`config.mk`:
```
export PLATFORM = sky130hd
export DESIGN_NAME = dbg_steal_arb
export DESIGN_NICKNAME = d
export VERILOG_FILES = /design/src/rtl/dsa_pkg.sv /design/src/rtl/dsa_req_latch.sv /design/src/rtl/dsa_wait_timer.sv /design/src/rtl/dsa_beat_ctr.sv /design/src/rtl/dbg_steal_arb.sv
export SDC_FILE = /design/constraint.sdc
export NUM_CORES = 1
export LEC_CHECK = 0
export BUFFER_PORTS_ARGS = -buffer_cell sky130_fd_sc_hd__buf_2
export CAP_MARGIN = 25
export CELL_PAD_IN_SITES_DETAIL_PLACEMENT = 0
export CELL_PAD_IN_SITES_GLOBAL_PLACEMENT = 1
export CORE_MARGIN = 1
export CORE_UTILIZATION = 34
export DETAILED_ROUTE_END_ITERATION = 8
export PLACE_DENSITY_LB_ADDON = 0.12
export SYNTH_ARGS = -nofsm -noshare
export SYNTH_HDL_FRONTEND = slang
export SYNTH_SLANG_ARGS = --single-unit
```
`constraint.sdc`:
```
create_clock -name clk -period 2.6 [get_ports clk]
set_clock_uncertainty 0.2 [all_clocks]
set_input_delay 0.26 -clock clk [delete_from_list [all_inputs] [get_ports clk]]
set_output_delay 0.26 -clock clk [all_outputs]
set_load 0.03 [all_outputs]
```
`src/rtl/dsa_pkg.sv`:
```
package dsa_pkg;
    parameter int unsigned ADDR_W = 16;
    parameter int unsigned DATA_W = 16;
    parameter int unsigned LEN_W  = 4;
    localparam int unsigned BEAT_W = LEN_W + 1;

    typedef enum logic [1:0] {
        ST_IDLE = 2'd0,
        ST_WAIT = 2'd1,
        ST_XFER = 2'd2
    } arb_state_e;

    typedef struct packed {
        logic [ADDR_W-1:0] addr;
        logic [DATA_W-1:0] wdata;
        logic              write;
        logic [LEN_W-1:0]  extra;
    } dbg_req_t;

    function automatic logic [BEAT_W-1:0] beats_of(input logic [LEN_W-1:0] extra);
        return {1'b0, extra} + BEAT_W'(1);
    endfunction

    function automatic logic [ADDR_W-1:0] beat_addr(input logic [ADDR_W-1:0] base,
                                                    input logic [LEN_W-1:0]  idx);
        return base + ADDR_W'(idx);
    endfunction
endpackage

```
`src/rtl/dsa_req_latch.sv`:
```
module dsa_req_latch
    import dsa_pkg::*;
(
    input  logic     clk,
    input  logic     rst,
    input  logic     load,
    input  dbg_req_t req_in,
    output dbg_req_t req_q
);
    always_ff @(posedge clk) begin
        if (rst) begin
            req_q <= '0;
        end else if (load) begin
            req_q <= req_in;
        end
    end
endmodule

```
`src/rtl/dsa_wait_timer.sv`:
```
module dsa_wait_timer #(
    parameter int unsigned WAIT_LIMIT = 128
) (
    input  logic clk,
    input  logic rst,
    input  logic clear,
    input  logic tick,
    output logic at_limit
);
    localparam int unsigned CNT_W = (WAIT_LIMIT > 1) ? $clog2(WAIT_LIMIT) : 1;
    localparam logic [CNT_W-1:0] LAST = CNT_W'(WAIT_LIMIT - 1);

    logic [CNT_W-1:0] cnt;

    always_ff @(posedge clk) begin
        if (rst || clear) begin
            cnt <= '0;
        end else if (tick && cnt != LAST) begin
            cnt <= cnt + CNT_W'(1);
        end
    end

    assign at_limit = (cnt == LAST);
endmodule

```
`src/rtl/dsa_beat_ctr.sv`:
```
module dsa_beat_ctr
    import dsa_pkg::*;
(
    input  logic              clk,
    input  logic              rst,
    input  logic              load,
    input  logic [BEAT_W-1:0] load_left,
    input  logic [LEN_W-1:0]  load_idx,
    input  logic              step,
    output logic [LEN_W-1:0]  idx,
    output logic              last
);
    logic [BEAT_W-1:0] left;

    always_ff @(posedge clk) begin
        if (rst) begin
            left <= '0;
            idx  <= '0;
        end else if (load) begin
            left <= load_left;
            idx  <= load_idx;
        end else if (step) begin
            left <= left - BEAT_W'(1);
            idx  <= idx + LEN_W'(1);
        end
    end

    assign last = (left == BEAT_W'(1));
endmodule

```
`src/rtl/dbg_steal_arb.sv`:
```
module dbg_steal_arb
    import dsa_pkg::*;
#(
    parameter int unsigned WAIT_LIMIT = 128
) (
    input  logic              clk,
    input  logic              rst,
    input  logic              req_valid,
    input  logic [ADDR_W-1:0] req_addr,
    input  logic [DATA_W-1:0] req_wdata,
    input  logic              req_write,
    input  logic [LEN_W-1:0]  req_extra,
    output logic              busy,
    input  logic              cpu_bus_busy,
    output logic              cpu_freeze,
    output logic              dbg_grant,
    output logic [ADDR_W-1:0] bus_addr,
    output logic [DATA_W-1:0] bus_wdata,
    output logic              bus_write,
    input  logic [DATA_W-1:0] bus_rdata,
    output logic              done,
    output logic [DATA_W-1:0] rsp_rdata
);
    arb_state_e state, state_nxt;
    dbg_req_t   req_in, req_q;

    logic              accept, finish;
    logic              tmr_clear, tmr_tick, tmr_at_limit;
    logic              beat_load, beat_step, beat_last;
    logic [BEAT_W-1:0] beat_left_init;
    logic [LEN_W-1:0]  beat_idx_init, beat_idx, cur_idx;
    logic              done_q;
    logic [DATA_W-1:0] rdata_q;

    assign req_in = '{addr: req_addr, wdata: req_wdata, write: req_write, extra: req_extra};

    dsa_req_latch u_latch (
        .clk    (clk),
        .rst    (rst),
        .load   (accept),
        .req_in (req_in),
        .req_q  (req_q)
    );

    dsa_wait_timer #(.WAIT_LIMIT(WAIT_LIMIT)) u_timer (
        .clk      (clk),
        .rst      (rst),
        .clear    (tmr_clear),
        .tick     (tmr_tick),
        .at_limit (tmr_at_limit)
    );

    dsa_beat_ctr u_beats (
        .clk       (clk),
        .rst       (rst),
        .load      (beat_load),
        .load_left (beat_left_init),
        .load_idx  (beat_idx_init),
        .step      (beat_step),
        .idx       (beat_idx),
        .last      (beat_last)
    );

    always_comb begin
        state_nxt      = state;
        accept         = 1'b0;
        finish         = 1'b0;
        tmr_clear      = 1'b0;
        tmr_tick       = 1'b0;
        beat_load      = 1'b0;
        beat_step      = 1'b0;
        beat_left_init = '0;
        beat_idx_init  = '0;
        cur_idx        = '0;
        dbg_grant      = 1'b0;
        cpu_freeze     = 1'b0;
        unique case (state)
            ST_IDLE: begin
                if (req_valid) begin
                    accept    = 1'b1;
                    tmr_clear = 1'b1;
                    state_nxt = ST_WAIT;
                end
            end
            ST_WAIT: begin
                if (!cpu_bus_busy) begin
                    // first beat rides on a naturally idle cycle
                    dbg_grant = 1'b1;
                    tmr_clear = 1'b1;
                    if (req_q.extra == '0) begin
                        finish    = 1'b1;
                        state_nxt = ST_IDLE;
                    end else begin
                        beat_load      = 1'b1;
                        beat_left_init = {1'b0, req_q.extra};
                        beat_idx_init  = LEN_W'(1);
                        state_nxt      = ST_XFER;
                    end
                end else if (tmr_at_limit) begin
                    // window exhausted: all beats run with the CPU frozen
                    tmr_clear      = 1'b1;
                    beat_load      = 1'b1;
                    beat_left_init = beats_of(req_q.extra);
                    beat_idx_init  = '0;
                    state_nxt      = ST_XFER;
                end else begin
                    tmr_tick = 1'b1;
                end
            end
            ST_XFER: begin
                dbg_grant  = 1'b1;
                cpu_freeze = 1'b1;
                cur_idx    = beat_idx;
                beat_step  = 1'b1;
                if (beat_last) begin
                    finish    = 1'b1;
                    state_nxt = ST_IDLE;
                end
            end
            default: state_nxt = ST_IDLE;
        endcase
    end

    always_ff @(posedge clk) begin
        if (rst) begin
            state   <= ST_IDLE;
            done_q  <= 1'b0;
            rdata_q <= '0;
        end else begin
            state  <= state_nxt;
            done_q <= finish;
            if (finish) begin
                rdata_q <= bus_rdata;
            end
        end
    end

    assign busy      = (state != ST_IDLE);
    assign bus_addr  = beat_addr(req_q.addr, cur_idx);
    assign bus_wdata = req_q.wdata;
    assign bus_write = req_q.write;
    assign done      = done_q;
    assign rsp_rdata = rdata_q;
endmodule

```
# Yosys cells after proc, flatten, opt, wreduce, memory -nomap -nowiden
# Cells that the tools add are included.
[word_totals]
ff_bits = 72
inputBits = 57
[op_classes]
eq_ne = 8
add_sub_neg = 5
n_reduce_logical = 7
mux = 36
[op_table]
columns = ["cell", "count"]
rows = [
  ["$mux 5", 5],
  ["$mux 4", 6],
  ["$add 16x4->16", 1],
  ["$mux 1", 16],
  ["$mux 2", 5],
  ["$add 7x1->7 const B", 1],
  ["$eq 7x7->1 const B", 1],
  ["$ne 7x7->1 const B", 1],
  ["$pmux 1 s2", 3],
  ["$pmux 2 s3", 1],
  ["$add 4x1->5 const B", 1],
  ["$eq 5x1->1 const B", 1],
  ["$sub 5x1->5 const B", 1],
  ["$add 4x1->4 const B", 1],
  ["$logic_not 4->1", 1],
  ["$ne 2x2->1 const B", 2],
  ["$reduce_bool 2->1", 2],
  ["$ne 3x3->1 const B", 1],
  ["$reduce_and 3->1", 1],
  ["$eq 2x1->1 const B", 1],
  ["$eq 2x2->1 const B", 1],
  ["$logic_not 2->1", 1],
  ["$logic_and 1x1->1", 1],
  ["$logic_or 1x1->1", 1],
]

# Longest topological paths before layout
# Gate-level depths: netlist of run 1.
[depth]
word_depth = 5
ltp_mapped = 10

# Modules after synthesis
# Synthesis of run 1 repeated with hierarchy kept, for this count alone.
[hier_totals]
hier_cells = 383
area_unflattened_um2 = 3708.6
[modules_own_cells]
columns = ["module", "area_per_inst_um2", "n_inst", "cells_each", "seq_area_each_um2"]
rows = [
  ["dbg_steal_arb", 1501.4, 1, 171, 380.4],
  ["dsa_req_latch", 1341.3, 1, 119, 740.7],
  ["dsa_beat_ctr", 529.3, 1, 57, 180.2],
  ["dsa_wait_timer", 336.6, 1, 36, 140.1],
]

# Worst setup path before layout of run 1
# No wires, ideal clock.
[synth_timing]
kind = "register to output"
startpoint = "reg state[0]"
endpoint = "out bus_addr[8]"
path_slack_ns = -0.514
n_path_buf = 1
arrival_time_ns = 2.654
path_stages_with_launch = 11
required_time_ns = 2.140
path_cell_list = "dfxtp_1 -> inv_1 -> ha_1 -> buf_2 -> and2_1 -> ha_1 -> fa_1 -> nand2_1 -> a21oi_1 -> and4_1 -> xor2_1"
[synth_via]
elab_chain_len = 3
[synth_lines]
columns = ["item", "line_no", "rtl"]
rows = [
  ["from (decl)", "dbg_steal_arb.sv:24", "arb_state_e state, state_nxt;"],
  ["from (signal assigned)", "dbg_steal_arb.sv:130", "state <= state_nxt;"],
  ["$eq 2x2->1", "dbg_steal_arb.sv:77", "unique case (state)"],
  ["$mux 4", "dbg_steal_arb.sv:77", ""],
  ["$add 16x4->16", "dsa_pkg.sv:26", "return base + ADDR_W'(idx);"],
  ["to (decl)", "dbg_steal_arb.sv:17", "output logic [ADDR_W-1:0] bus_addr,"],
]
# No other way between the ends.

# Final worst setup path of run 1
# Same ends and word-level chain as after synthesis.

==> results_dict.tcl, run 1 <==
set metrics [dict create \
    max_freq_mhz 362 \
    cts_sinks 72 \
    cts_tree "done" \
    ios 110 \
    regArea_um2 1440 \
    path_clk_slew_ps 80 \
    synth_edf_count 0 \
    power_density_nw_per_um2 579 \
    drive_gt1_frac 0.310 \
    initial_core_util 0.352 \
    rrSetupSlack_ps 510 \
    synth_flop_cell "dfxtp_1" \
    worst_slack_ps -163 \
    port_buffers 109 \
    seqPwrFrac 0.411 \
    multi_input_area_um2 2190 \
    antenna_found_initial 0 \
    drtPass1Iterations 4 \
    wirelength_mm 9.31 \
    cts_buffers 9 \
    core_area_um2 10400 \
    min_from "cpu_bus_busy" \
    final_cells 730 \
    place_area_um2 4410 \
    synth-async-reset-ratio 0 \
    die_width_um 106 \
    yosysWarnings 0 \
    crit_arrival_ps 2300 \
    fp.dieH_um 106 \
    area_growth_pct 46.8 \
    design_area_um2 5360 \
    rsz0062_at_grt "yes" \
    finalSetupTns_ps -1110 \
    grt_pass1_vias 3316 \
    clockBufferDepth 2 \
    setup_viol 12 \
    gp_congestion 0.783 \
    yosysUniqueCellTypes 45 \
    rows 37 \
    antenna_cells 0 \
    synthCells 436 \
    outcome "finished, violations left" \
    swShare 0.325 \
    clk_latency_ps 340 \
    r2r-end "u_beats.left[1]" \
    combPwrFrac 0.266 \
    internal_power_mw 2.09 \
    min_path_cells 3 \
    crit_required_ps 2140 \
    fin_nets 660 \
    synth-seq-cells 72 \
    cts_htree_levels 3 \
    maxSlewViolCount 0 \
    end_kind "output port" \
    drt_iter0_drc 91 \
    gr-usage-all-layers 0.173 \
    startpoint_type "register" \
    antenna_left 0 \
    rr_startpoint "state[1]" \
    worstPathMaxFanout 5 \
    switching_power_mw 1.01 \
    hpwl_mm 6.23 \
    reg2reg_depth 8 \
    hold_viol_final 0 \
    drv_cap 0 \
    num_vias 3351 \
    p_leak_nw 2.28 \
    ys_seq_area_frac 0.395 \
    power_mw 3.10 \
    worstSetupPathType "reg -> out" \
    hold_path_class "in -> reg" \
    violations "negative setup slack" \
    globalRouteOverflowTotal 0 \
    syn_area_per_cell_um2 8.37 \
    grt_max_degree 51 \
    utilization 0.517 \
    tightest_slew_ps 837 \
    synth_nets 507 \
    vdd_drop_max_mv 0.310 \
    drc 0 \
    relSlewSlack 0.442 \
    wl_per_cell_um 12.8 \
    grt_pass1_wl_mm 15.4 \
    dp.cells 655 \
    clock_power_share 0.323 \
    fillers 1019 \
    synthesis.area_um2 3650 \
    whs_endpoint "u_beats.left[1]" \
    root_buffer "clkbuf_8" \
    min_period_ps 2760 \
    period_share 1.06 \
    avgViaCountPerCell 4.59 \
    dieArea_um2 11200 \
]
-- power by group through the flow --
stage          sequential [mW]  combinational, mW  clock, mW
6_report                  1.28              0.824       1.00
4_1_cts                   1.28              0.818       1.03
5_1_grt                   1.29              0.905       1.08
2_1_floorplan             1.30              0.526          0
3_5_place_dp              1.30              0.718          0
3_3_place_gp              1.30              0.710          0
-- synthesized netlist by cell type (2+ instances only) --
master	n	area [um2]
nand2_1	91	342
dfxtp_1	72	1440
a21oi_1	44	220
nand2b_1	33	206
mux2i_1	18	180
nor2_1	18	67.6
buf_4	17	128
ha_1	13	163
clkbuf_1	12	45.0
xor2_1	12	105
xnor2_1	11	96.3
inv_1	10	37.5
nand3_1	10	50.1
and2_1	7	43.8
buf_2	6	30.0
o21ai_0	6	30.0
a211oi_1	5	37.5
o31ai_1	5	37.5
and4_1	4	35.0
nor2b_1	4	25.0
nor3_1	4	20.0
o211ai_1	4	30.0
nand4_1	3	18.8
a31oi_1	2	12.5
and3_1	2	12.5
buf_1	2	7.51
or3_1	2	12.5
or3b_1	2	17.5
-- cells in the final DEF (no fill, tap or decap), types with 3 or more instances in the layout --
cell type	netlist	final
ha_1	13	9
o21ai_0	6	6
nand2_1	91	87
xor2_1	12	10
xnor2_1	11	3
inv_1	10	9
and2_1	7	3
a211oi_1	5	4
xnor2_2	0	7
nor2b_1	4	3
ha_4	0	4
nand2b_1	33	33
buf_4	17	18
buf_2	6	96
dlygate4sd3_1	0	53
nor2_1	18	17
and2_4	0	4
mux2i_1	18	18
o211ai_1	4	4
buf_6	0	12
and4_1	4	3
nand2_2	0	3
a21oi_1	44	42
nand3_2	0	4
nand3_1	10	6
dfxtp_1	72	70
o31ai_1	5	5
clkbuf_8	0	9
nor3_1	4	4
nand4_1	3	3
-- area by class of cell --
class                   count  area share
repair buffers            180       0.243
multi-input cells         316       0.408
well taps                 136      0.0318
flip-flops and latches     72       0.269
clock buffers              10      0.0238
inverters                  10     0.00700
clock inverters             6      0.0173
-- state kept, by name, summed over array words and instances (netlist names) --
signal         count
state              2
u_latch.req_q     37
u_beats.idx        4
done               1
u_beats.left       5
rsp_rdata         16
u_timer.cnt        7
-- worst max-delay path by stage --
stage                         endpoint  slack, ps     start
after floorplan           bus_addr[15]        -20  state[0]
after global placement     bus_addr[8]         50  state[0]
final                      bus_addr[8]       -160  state[0]
after global routing      bus_addr[13]       -260  state[0]
after CTS                 bus_addr[10]       -180  state[0]
after detailed placement   bus_addr[8]         -3  state[0]
-- worst max-delay path: stages (launching register included) --
cell and delay (ps):
dfxtp_2 350, inv_2 50, ha_4 170, and2_4 170, ha_4 160, fa_2 360, nand2_2 110, a21oi_4 80
and4_4 220, xor2_4 140, buf_6 140
-- stage by stage --
stage / hold WS (ps) / worst slack (ps)
2_1_floorplan: 196 / -24.3
3_3_place_gp: 240 / 52.7
3_5_place_dp: 244 / -2.95
4_1_cts: 110 / -183
5_1_grt: 151 / -261
6_report: 131 / -163
-- cells by family after synthesis --
kind of cell / share of synthesized area
muxes: 0.0493
adders and majority gates: 0.0500
AOI/OAI and AO/OA: 0.125
buffers and inverters: 0.0720
and+or+nand+nor: 0.254
DFF: 0.395
xor gates and xnor gates: 0.0552
-- per-layer routing --
layer | track usage | vias up | part of all wire
li1 | - | 1753 | -
met1 | 0.211 | 1501 | 0.46
met2 | 0.289 | 81 | 0.47
met3 | 0.0346 | 16 | 0.041
met4 | 0.0903 | 0 | 0.025
met5 | 0 | - | 0
-- what timing repair did --
item | CTS | global route
setup endpoints to repair | 12 | 14
resized for setup | 34 | 13
pin swaps | 10 | 1
buffers inserted | 4 | 2
hold buffers | 53 | 0
endpoints found under the hold margin | 53 | 0
No activity file was read; power rests on OpenSTA's default activity.
==> inputs of run 2 (changes only) <==
CORE_UTILIZATION = 39   (was 34)
CTS_BUF_LIST = sky130_fd_sc_hd__clkbuf_8   (was unset)
CTS_CLUSTER_SIZE = 12   (was unset)
clock period = 2.8 ns   (was 2.6 ns; I/O delays follow)
==> run 2 against run 1 <==
- critical path depth stayed put
- combinational power is 9.5% lower
- critical endpoint unchanged
- global-route usage is 2.7 points higher
- hold slack better by 36 ps
- the run now ends clean
==> results_dict.tcl, run 2 (same netlist as run 1, synthesis figures left out) <==
set metrics [dict create \
    worstPathMaxFanout 7 \
    rows 34 \
    relSlewSlack 0.540 \
    critical_path.max_stage_delay_ps 350 \
    drt_iter0_drc 65 \
    startpoint "state[0]" \
    gp_congestion 0.754 \
    end_kind "output port" \
    period_share 0.991 \
    place_area_um2 4290 \
    startpoint_type "register" \
    port_buffers 109 \
    antenna_cells 0 \
    wirelength_mm 9.31 \
    rrSetupSlack_ps 620 \
    core_area_um2 8890 \
    drive_gt1_frac 0.302 \
    crit_required_ps 2320 \
    cp_common_cell "ha_4" \
    num_vias 3390 \
    cts_sinks 72 \
    globalRouteOverflowTotal 0 \
    worstSetupPathType "reg -> out" \
    wl_per_cell_um 13.3 \
    avgViaCountPerCell 4.84 \
    min_period_ps 2780 \
    cp_num_buf_inv 3 \
    area_growth_pct 44.9 \
    gr-usage-all-layers 0.200 \
    crit_chain "inv_2 > ha_4 > and2_4 > ha_4 > buf_4 > nand2_2 > a21oi_4 > and4_4 > xor2_4 > buf_6" \
    final_cell_mix "buf_2, nand2_1, dfxtp_1, dlygate4sd3_1, a21oi_1" \
    grt_pass1_vias 3410 \
    setup_viol 0 \
    rsz0062_at_grt "yes" \
    vdd_drop_max_mv 0.353 \
    power_density_nw_per_um2 555 \
    hold_path_class "in -> reg" \
    cts_tree "done" \
    p_leak_nw 2.27 \
    hold_slack_ps 167 \
    initial_core_util 0.411 \
    grt_pass1_wl_mm 15.6 \
    drv_cap 0 \
    max_freq_mhz 360 \
    crit_path_top_delay_cell "dfxtp_2" \
    largest_register "u_latch.req_q" \
    grt_max_degree 41 \
    cts_htree_levels 3 \
    crit_arrival_ps 2300 \
    fp.dieH_um 98.8 \
    drc 0 \
    ios 110 \
    rr_startpoint "state[1]" \
    root_buffer "clkbuf_8" \
    layout_commonest_cell "buf_2" \
    tightest_slew_ps 691 \
    hold_viol_final 0 \
    critPathTopFamily "simple AND/OR/NAND/NOR gates" \
    die_width_um 98.8 \
    design_area_um2 5290 \
    antenna_left 0 \
    cts_buffers 9 \
    largest_reg_flops 37 \
    clk_latency_ps 340 \
    min_from "cpu_bus_busy" \
    outcome "complete, no violations" \
    clockBufferDepth 2 \
    dieArea_um2 9750 \
    drtPass1Iterations 4 \
    antenna_found_initial 0 \
    fin_nets 659 \
    utilization 0.595 \
    power_mw 2.94 \
    path_clk_slew_ps 80 \
    hpwl_mm 6.13 \
    maxSlewViolCount 0 \
]
run 2: per-layer routing:
layer | GRT usage | part of all wire | vias to the layer above
li1 | - | - | 1743
met1 | 0.233 | 0.45 | 1561
met4 | 0.0769 | 0.013 | 0
met3 | 0.0383 | 0.033 | 11
met2 | 0.361 | 0.51 | 75
met5 | 0 | 0 | -
run 2: report_power, final:
group | switching (mW) | internal, mW
sequential | 0.0811 | 1.11
clock | 0.410 | 0.593
combinational | 0.428 | 0.318
total | 0.919 | 2.02
run 2: what timing repair did:
action / CTS / global route
setup buffers: 4 / 2
endpoints found under the setup margin: 12 / 12
cloned: 0 / 0
hold buffers: 53 / 0
gates resized for setup: 27 / 24
hold endpoints to repair: 53 / 0
pin swaps: 7 / 10
run 2: cell type report:
cell class / instances / area, um2
Clock buffer: 9 / 124
Clock inverter: 7 / 119
Fill cell: 822 / 3600
Inverter: 10 / 37.5
Multi-Input combinational cell: 316 / 2170
Sequential cell: 72 / 1440
Tap cell: 108 / 135
Timing Repair Buffer: 179 / 1260
run 2: through the flow:
stage / setup slack, ps / TNS (ps) / instances
2_1_floorplan: 41.7 / 0 / 436
3_3_place_gp: 147 / 0 / 626
3_5_place_dp: 108 / 0 / 626
4_1_cts: 0.673 / 0 / 699
5_1_grt: -102 / -557 / 701
6_report: 24.3 / 0 / 701
run 2: final timing paths:
check / to / cells past startpoint
max: bus_addr[8] / 10
min: u_beats.left[1] / 3
max reg2reg: rsp_rdata[9] / 7
min reg2reg: u_latch.req_q[20] / 2
run 2: worst min-delay path, delay by kind of cell:
family / cells / cell delay (ps)
buf+inv: 1 / 190
simple gates: 1 / 110
compound gates: 1 / 80
